**config.mk**
```make
export PLATFORM = sky130hd
export DESIGN_NAME = vec_intc
export DESIGN_NICKNAME = d
export VERILOG_FILES = /design/src/rtl/vec_intc_pkg.sv /design/src/rtl/vec_intc_decode.sv /design/src/rtl/vec_intc_regbank.sv /design/src/rtl/vec_intc.sv
export SDC_FILE = /design/constraint.sdc
export NUM_CORES = 2
export LEC_CHECK = 0
export ABC_AREA = 1
export BUFFER_PORTS_ARGS = -buffer_cell sky130_fd_sc_hd__buf_2
export CORE_MARGIN = 3
export CORE_UTILIZATION = 45
export CTS_CLUSTER_DIAMETER = 150
export CTS_CLUSTER_SIZE = 25
export DETAILED_ROUTE_END_ITERATION = 12
export GPL_TIMING_DRIVEN = 0
export HOLD_SLACK_MARGIN = 0.02
export SLEW_MARGIN = 20
export SYNTH_ARGS = -nofsm -noshare
export SYNTH_HDL_FRONTEND = slang
export SYNTH_SLANG_ARGS = --single-unit
```
**constraint.sdc**
```tcl
create_clock -name clk -period 2 [get_ports clk]
set_input_delay 0.4 -clock clk [delete_from_list [all_inputs] [get_ports clk]]
set_output_delay 0.4 -clock clk [all_outputs]
set_load 0.05 [all_outputs]
```
**src/rtl/vec_intc_pkg.sv**
```systemverilog
package vec_intc_pkg;
    localparam int DATA_W     = 32;
    localparam int WIN_BITS   = 8;
    localparam int PRI_WORDS  = 12;
    localparam int EXP_WORDS  = 8;
    localparam int FIQ_EN_IDX = 4;
    localparam int VEC_IDX    = 5;
    localparam int LVL_IDX    = 6;
    localparam int CLR_IDX    = 10;
    localparam int IRQ_EN_IDX = 6;
    localparam logic [DATA_W-1:0] VEC_CODE = 32'd31;
endpackage

```
**src/rtl/vec_intc_decode.sv**
```systemverilog
module vec_intc_decode #(
    parameter logic [31:0] BASE     = 32'h7800_0000,
    parameter int          WIN_BITS = 8,
    parameter int          WORDS    = 12,
    localparam int         IDX_W    = WIN_BITS - 2
) (
    input  logic [31:0]      addr,
    output logic             valid,
    output logic [IDX_W-1:0] idx
);
    logic hit;

    always_comb begin
        hit   = (addr[31:WIN_BITS] == BASE[31:WIN_BITS]);
        idx   = addr[WIN_BITS-1:2];
        valid = hit && (int'(idx) < WORDS);
    end
endmodule

```
**src/rtl/vec_intc_regbank.sv**
```systemverilog
module vec_intc_regbank #(
    parameter int  WORDS  = 12,
    parameter int  DATA_W = 32,
    localparam int IDX_W  = $clog2(WORDS)
) (
    input  logic                          clk,
    input  logic                          rst_n,
    input  logic                          wr_en,
    input  logic [IDX_W-1:0]              wr_idx,
    input  logic [DATA_W-1:0]             wdata,
    input  logic [WORDS-1:0]              clr_mask,
    input  logic [WORDS-1:0]              ld_mask,
    input  logic [DATA_W-1:0]             ld_val,
    output logic [WORDS-1:0][DATA_W-1:0]  q
);
    for (genvar i = 0; i < WORDS; i++) begin : g_word
        always_ff @(posedge clk) begin
            if (!rst_n) begin
                q[i] <= '0;
            end else if (ld_mask[i]) begin
                q[i] <= ld_val;
            end else if (clr_mask[i]) begin
                q[i] <= '0;
            end else if (wr_en && (wr_idx == IDX_W'(i))) begin
                q[i] <= wdata;
            end
        end
    end
endmodule

```
**src/rtl/vec_intc.sv**
```systemverilog
module vec_intc
    import vec_intc_pkg::*;
#(
    parameter logic [31:0] PRI_BASE = 32'h7800_0000,
    parameter logic [31:0] EXP_BASE = 32'h7BF0_0000
) (
    input  logic        clk,
    input  logic        rst_n,
    input  logic        bus_sel,
    input  logic        bus_wr,
    input  logic [31:0] bus_addr,
    input  logic [31:0] bus_wdata,
    output logic [31:0] bus_rdata,
    input  logic        fiq_in,
    input  logic        irq3_in,
    output logic        fiq_o,
    output logic        irq_o
);
    localparam int IDX_W = WIN_BITS - 2;
    localparam int PI_W  = $clog2(PRI_WORDS);
    localparam int EI_W  = $clog2(EXP_WORDS);

    logic                               pri_valid, exp_valid;
    logic [IDX_W-1:0]                   pri_idx, exp_idx;
    logic [PRI_WORDS-1:0][DATA_W-1:0]   pri_q;
    logic [EXP_WORDS-1:0][DATA_W-1:0]   exp_q;
    logic [PRI_WORDS-1:0]               pri_clr, pri_ld;
    logic                               fiq_lvl, irq_lvl;
    logic                               rd_stb, wr_stb, irq_rise, vec_rd, lvl_wr;

    vec_intc_decode #(.BASE(PRI_BASE), .WIN_BITS(WIN_BITS), .WORDS(PRI_WORDS)) u_pri_dec (
        .addr(bus_addr), .valid(pri_valid), .idx(pri_idx));
    vec_intc_decode #(.BASE(EXP_BASE), .WIN_BITS(WIN_BITS), .WORDS(EXP_WORDS)) u_exp_dec (
        .addr(bus_addr), .valid(exp_valid), .idx(exp_idx));

    always_comb begin
        rd_stb   = bus_sel && !bus_wr;
        wr_stb   = bus_sel && bus_wr;
        irq_rise = irq3_in && !irq_lvl;
        vec_rd   = rd_stb && pri_valid && (int'(pri_idx) == VEC_IDX);
        lvl_wr   = wr_stb && pri_valid && (int'(pri_idx) == CLR_IDX);
        pri_clr  = '0;
        pri_clr[VEC_IDX] = vec_rd;
        pri_clr[LVL_IDX] = vec_rd || lvl_wr;
        pri_ld   = '0;
        pri_ld[VEC_IDX]  = irq_rise;
    end

    vec_intc_regbank #(.WORDS(PRI_WORDS), .DATA_W(DATA_W)) u_pri_bank (
        .clk(clk), .rst_n(rst_n),
        .wr_en(wr_stb && pri_valid), .wr_idx(pri_idx[PI_W-1:0]), .wdata(bus_wdata),
        .clr_mask(pri_clr), .ld_mask(pri_ld), .ld_val(VEC_CODE), .q(pri_q));

    vec_intc_regbank #(.WORDS(EXP_WORDS), .DATA_W(DATA_W)) u_exp_bank (
        .clk(clk), .rst_n(rst_n),
        .wr_en(wr_stb && exp_valid), .wr_idx(exp_idx[EI_W-1:0]), .wdata(bus_wdata),
        .clr_mask('0), .ld_mask('0), .ld_val('0), .q(exp_q));

    always_ff @(posedge clk) begin
        if (!rst_n) begin
            fiq_lvl <= 1'b0;
            irq_lvl <= 1'b0;
        end else begin
            fiq_lvl <= fiq_in;
            irq_lvl <= irq3_in;
        end
    end

    always_comb begin
        fiq_o = pri_q[FIQ_EN_IDX][0] && fiq_lvl;
        irq_o = (|exp_q[IRQ_EN_IDX][31:28]) && irq_lvl;
        if (pri_valid)      bus_rdata = pri_q[pri_idx[PI_W-1:0]];
        else if (exp_valid) bus_rdata = exp_q[exp_idx[EI_W-1:0]];
        else                bus_rdata = '0;
    end


    fiq_src_chk: assert property (@(posedge clk) disable iff (!rst_n)
        fiq_o |-> $past(fiq_in));

    irq_src_chk: assert property (@(posedge clk) disable iff (!rst_n)
        irq_o |-> $past(irq3_in));

    vec_load_chk: assert property (@(posedge clk) disable iff (!rst_n)
        irq_rise |=> (pri_q[VEC_IDX] == VEC_CODE));

    ack_clear_chk: assert property (@(posedge clk) disable iff (!rst_n)
        (vec_rd && !irq_rise) |=> (pri_q[VEC_IDX] == '0 && pri_q[LVL_IDX] == '0));

    lvl_clear_chk: assert property (@(posedge clk) disable iff (!rst_n)
        lvl_wr |=> (pri_q[LVL_IDX] == '0));

    empty_read_chk: assert property (@(posedge clk) disable iff (!rst_n)
        (!pri_valid && !exp_valid) |-> (bus_rdata == '0));
endmodule

```
# Word level (Yosys, flattened, before mapping)
# Index checks and enable logic that the tools add are counted.
dict set report word_totals {
  ff_bits 642
  latch_bits 0
  ramBits 0
  romBits 0
  input_bits 70
  out_inout_bits 34
  word_cells 100
  mem_count 0
}
dict set report classes {
  n_addsub 0
  n_mul 0
  n_div 0
  order_cmp 4
  eq_ne 22
  shift 0
  n_mux 9
  n_bitwise 1
  n_reduce_logical 41
}
# op n
set op_table {}
lappend op_table {{$bmux W32 S4} 1}
lappend op_table {{$mux W32} 4}
lappend op_table {{$bmux W32 S3} 1}
lappend op_table {{$eq A24 B23 Y1 const B} 2}
lappend op_table {{$logic_and A1 B1 Y1} 32}
lappend op_table {{$eq A4 B3 Y1 const B} 4}
lappend op_table {{$eq A4 B4 Y1 const B} 4}
lappend op_table {{$mux W5} 3}
lappend op_table {{$eq A3 B3 Y1 const B} 4}
lappend op_table {{$lt A6 B4 Y1 const B} 2}
lappend op_table {{$eq A4 B2 Y1 const B} 2}
lappend op_table {{$eq A3 B2 Y1 const B} 2}
lappend op_table {{$eq A6 B4 Y1 const B} 1}
lappend op_table {{$eq A6 B5 Y1 const B} 1}
lappend op_table {{$lt A4 B5 Y1 const B} 1}
lappend op_table {{$eq A4 B1 Y1 const B} 1}
lappend op_table {{$logic_not A4 Y1} 1}
lappend op_table {{$lt A3 B4 Y1 const B} 1}
lappend op_table {{$reduce_or A4 Y1} 1}
lappend op_table {{$eq A3 B1 Y1 const B} 1}
lappend op_table {{$logic_not A3 Y1} 1}
lappend op_table {{$reduce_bool A3 Y1} 1}
lappend op_table {{$reduce_or A3 Y1} 1}
lappend op_table {{$logic_not A1 Y1} 2}
lappend op_table {{3 further kinds} 3}

# Longest topological paths before layout
dict set report logic_depth {
  ltp_word 7
  ltp_mapped 13
  ltp_nobuf 12
}

# Modules after synthesis
# A second synthesis with hierarchy kept.
dict set report hier_totals {
  hier_cells 7906
  hier_area_um2 43221.5
}
# mod n_inst cells_each area_per_inst_um2 seq_area_each_um2
set by_module_without_submodules {}
lappend by_module_without_submodules {{vec_intc_regbank (u_pri_bank)} 1 3325 20279.4 7687.4}
lappend by_module_without_submodules {{vec_intc_regbank (u_exp_bank)} 1 2585 14525.2 5124.9}
lappend by_module_without_submodules {vec_intc 1 1916 8066.5 40.0}
lappend by_module_without_submodules {{vec_intc_decode (u_exp_dec)} 1 40 176.4 0.0}
lappend by_module_without_submodules {{vec_intc_decode (u_pri_dec)} 1 40 173.9 0.0}

# Worst setup path after synthesis
# OpenSTA, ideal clock, no wires.
dict set report synth_timing {
  kind {input to output}
  from {input port bus_addr[3]}
  to {output port bus_rdata[23]}
  t_arrival_ns 1.829
  t_required_ns 1.600
  path_slack_ns -0.229
  path_stages 7
  path_buffers 2
  path_cell_list {nor2_2 buf_2 clkbuf_1 a22oi_1 a21oi_1 o21ai_0 nand2_1}
}
dict set report synth_between {
  elab_chain_cells 4
}
# element line_no
set synth_rtl {}
lappend synth_rtl {{from (decl)} vec_intc.sv:11} ;# input logic [31:0] bus_addr,
lappend synth_rtl {{$lt A6 B4 Y1 / $bmux W32 S3 (equally long branches)} {vec_intc_decode.sv:16, vec_intc.sv:73}}
lappend synth_rtl {{$logic_and A1 B1 Y1 / $mux W32 (equally long branches)} {vec_intc_decode.sv:16, vec_intc.sv:73}}
lappend synth_rtl {{$mux W32} vec_intc.sv:73} ;# else if (exp_valid) bus_rdata = exp_q[exp_idx[EI_W-1:0]];
lappend synth_rtl {{$mux W32 *} vec_intc.sv:72} ;# if (pri_valid) bus_rdata = pri_q[pri_idx[PI_W-1:0]];
lappend synth_rtl {{to (decl)} vec_intc.sv:13} ;# output logic [31:0] bus_rdata,
# Mark *: on every way between the ends. The rest lies on a longest branch, timed or not. The select of a mux whose other input is x is not followed.

# Worst setup path in the final report
dict set report layout_timing {
  from {input port bus_addr[5]}
  to {output port bus_rdata[27]}
}
dict set report layout_between {
  elab_chain_cells 4
}
# element line_no
set layout_rtl {}
lappend layout_rtl {{$lt A6 B4 Y1} vec_intc_decode.sv:16} ;# valid = hit && (int'(idx) < WORDS);
lappend layout_rtl {{$logic_and A1 B1 Y1} vec_intc_decode.sv:16}
lappend layout_rtl {{$mux W32} vec_intc.sv:73}
lappend layout_rtl {{$mux W32 *} vec_intc.sv:72}
# Marks and branches as above.

==> reports/metrics.csv <==
metric,value,unit
final hold slack,0.251,ns
row cnt,94,
critical path's largest stage delay,0.38,ns
Final Hold Vio Count,0,
Syn Area/Cell,6.58,sq um
RSZ-0062 raised after global routing,true,
via count of the first global-routing pass,28300,
internal reg-to-reg setup slack,0.05,ns
sequential area share after synthesis,42.0,%
fin area,36000,sq um
arrival time at the worst endpoint,2.13,ns
"delay-heaviest family, CP",simple AND/OR/NAND/NOR gates,
Bufs on Longest Clock Path,3,
Clock Latency Late Sink,0.65,ns
CTS tree,done,
TritonRoute pass-1 iters,7,
fin crit share,126,%
area delta synth->final,17.7,%
MaxCap Viol Count,0,
Fin Clk Skew,0.0134,ns
Final #Nets,4865,
Overall Global Routing Usage,36.5,%
diodes inserted,0,
CP endpoint kind,output port,
status,"complete, but fails checks",
io pins,104,
vias per cell,5.69,
Placer Congestion,1.04,
kind of critical path,in -> out,
Chip Height,267,um
Fin Setup TNS,-13.99,ns
drt total wl,134000,um
crit path cell chain,buf_4 > nor2_2 > buf_2 > nand2_2 > nand2_1 > o21ai_1 > nand2_2 > buf_8,
Worst path slowest cell,buf_2,
PwrDens,618,nW/um^2
count of cell types in the netlist,33,
CTS Sinks,642,
grt total ovfl,0,
Worst-Margin Slew,1.16,ns
CP bufs+invs,3,
"Core Util, Final",54.1,%
pin count of the biggest net entering global routing,26,
share of cells above drive strength 1,15.4,%
Vias,32200,
HPWL Detailed,97300,um
Post-Place Cell Area,32100,sq um
Die ar.,71100,sq um
worst-path fanout max,10,
Post-Syn Nets,4717,
"CTS clk-pin slew, worst paths",0.11,ns
total CTS buffers,29,
failing checks,setup timing,
CP Launch Type,input port,
final setup violation count,34,
Die X,267,um
CTS Root Cell,clkbuf_16,
Post-DRT Antenna Nets,0,
Fmax,396,MHz
htree depth,1,
PnR worst setup slack,-0.527,ns
Synth Register Bits,642,
first-pass GRT wire length,192000,um
Wirelength per Cell,23.7,um
Crit path required time,1.60,ns
worst hold path type,in -> reg,
Max IR drop VDD,698,uV
Mapped Area,30600,sq um
"Top cell by count, worst path",nand2_2,
post-route DRC violation count,0,
drt initial violations,4471,
Core Area,66600,sq um
IO Port Bufs,68,
Final Max Tran Viols,0,
fin crit period,2.53,ns
initial antenna violation count,2,
Post-Synthesis Cells,4647,
Worst slew margin,22.8,%
Ys Warns,0,
static leakage,0.0160,uW
initial core utilization,46.0,%
## power by group
group / internal [uW] / switching [uW] / total, uW
clock network: 2610 / 4530 / 7150
logic: 550 / 1740 / 2290
registers: 12800 / 4.52 / 12800
total: 16000 / 6280 / 22200
## cell usage after synthesis (all sizes together)
master   number  share of area [%]
nand2      1336                 16
nand3b        1              0.025
a21oi       263                4.3
a211oi       16               0.39
nand4       230                4.7
o22ai        62                1.3
o211ai       17               0.42
o2111ai      15               0.43
dfxtp       642                 42
a41oi         1              0.029
nor2        848                 11
o21ai       177                2.9
nor3b        27               0.66
nand3        45                1.1
a22oi       128                3.1
and2          1              0.020
clkinv        1              0.012
inv         438                5.4
and3          1              0.020
clkbuf      196                2.4
nor3          2              0.033
buf         200                3.7
## layout by cell type (no fill, tap or decap), drive strengths merged
cell type,count
a211oi,16
a21oi,263
a22oi,128
a41oi,1
and2,1
and3,1
buf,323
bufbuf,1
clkbuf,216
clkinvlp,1
dfxtp,642
dlygate4sd3,2
inv,439
nand2,1336
nand3,45
nand3b,1
nand4,230
nor2,848
nor3,2
nor3b,27
o2111ai,15
o211ai,17
o21ai,177
o22ai,62
## metrics by stage
step	std cells	total power [uW]	setup WS [ns]
final	5658	22200	-0.527
after global routing	5658	22600	-0.527
after CTS	5653	22100	-0.472
after detailed placement	5580	14900	-1.56
after global placement	5579	14900	-1.59
after floorplan	4647	14000	0.00135
## sequential cells by signal, indices dropped and copies added (netlist names)
| register | flops |
|---|---|
| u_pri_bank.q | 384 |
| fiq_lvl | 1 |
| irq_lvl | 1 |
| u_exp_bank.q | 256 |
## what timing repair did
action | in CTS | in global routing
gates resized for setup | 663 | 99
pin swaps | 128 | 48
endpoints found under the hold margin | 2 | 0
gates cloned | 6 | 0
buffers inserted | 36 | 10
hold buffers | 2 | 0
setup endpoints to repair | 206 | 304
## worst min-delay path, stage by stage
cell      delay [ns]
clkbuf_1        0.25
nor2_1          0.17
nor2_1          0.05
## path summary, 6_finish.rpt
path | startpoint | endpoint | cells after the start
worst max register to register | irq_lvl$_SDFF_PN0_ | u_pri_bank.q[188]$_SDFFE_PP0P_ | 5
worst max-delay path | bus_addr[5] | bus_rdata[27] | 8
worst min register to register | u_pri_bank.q[221]$_SDFFE_PP0P_ | u_pri_bank.q[221]$_SDFFE_PP0P_ | 2
worst min-delay path | bus_wdata[0] | u_exp_bank.q[224]$_SDFFE_PN0P_ | 3
## cells by family (layout without fill, tap and decap cells)
family,count (synthesis),in the layout,synth area share [%]
compound gates,679,679,12.9
simple gates,2491,2491,33.6
buf+inv,835,982,11.5
flops,642,642,42.0
## cell type report
type                            instances  area [sq um]
Fill cell                            6748         30600
Multi-Input combinational cell       3170         15600
Sequential cell                       642         12900
Buffer                                394          2750
Inverter                              439          1680
Timing Repair Buffer                  119          1240
Tap cell                              864          1080
Clock buffer                           29           726
Clock inverter                          1          8.76
## routing by layer
metal / up-vias / wire [um] / GRT usage [%]
li1: 15000 / - / -
met1: 15100 / 55900 / 51.7
met2: 1807 / 56300 / 54.2
met3: 290 / 16300 / 8.53
met4: 0 / 5600 / 13.3
met5: - / 0 / 0
No activity file was read; power rests on OpenSTA's default activity.
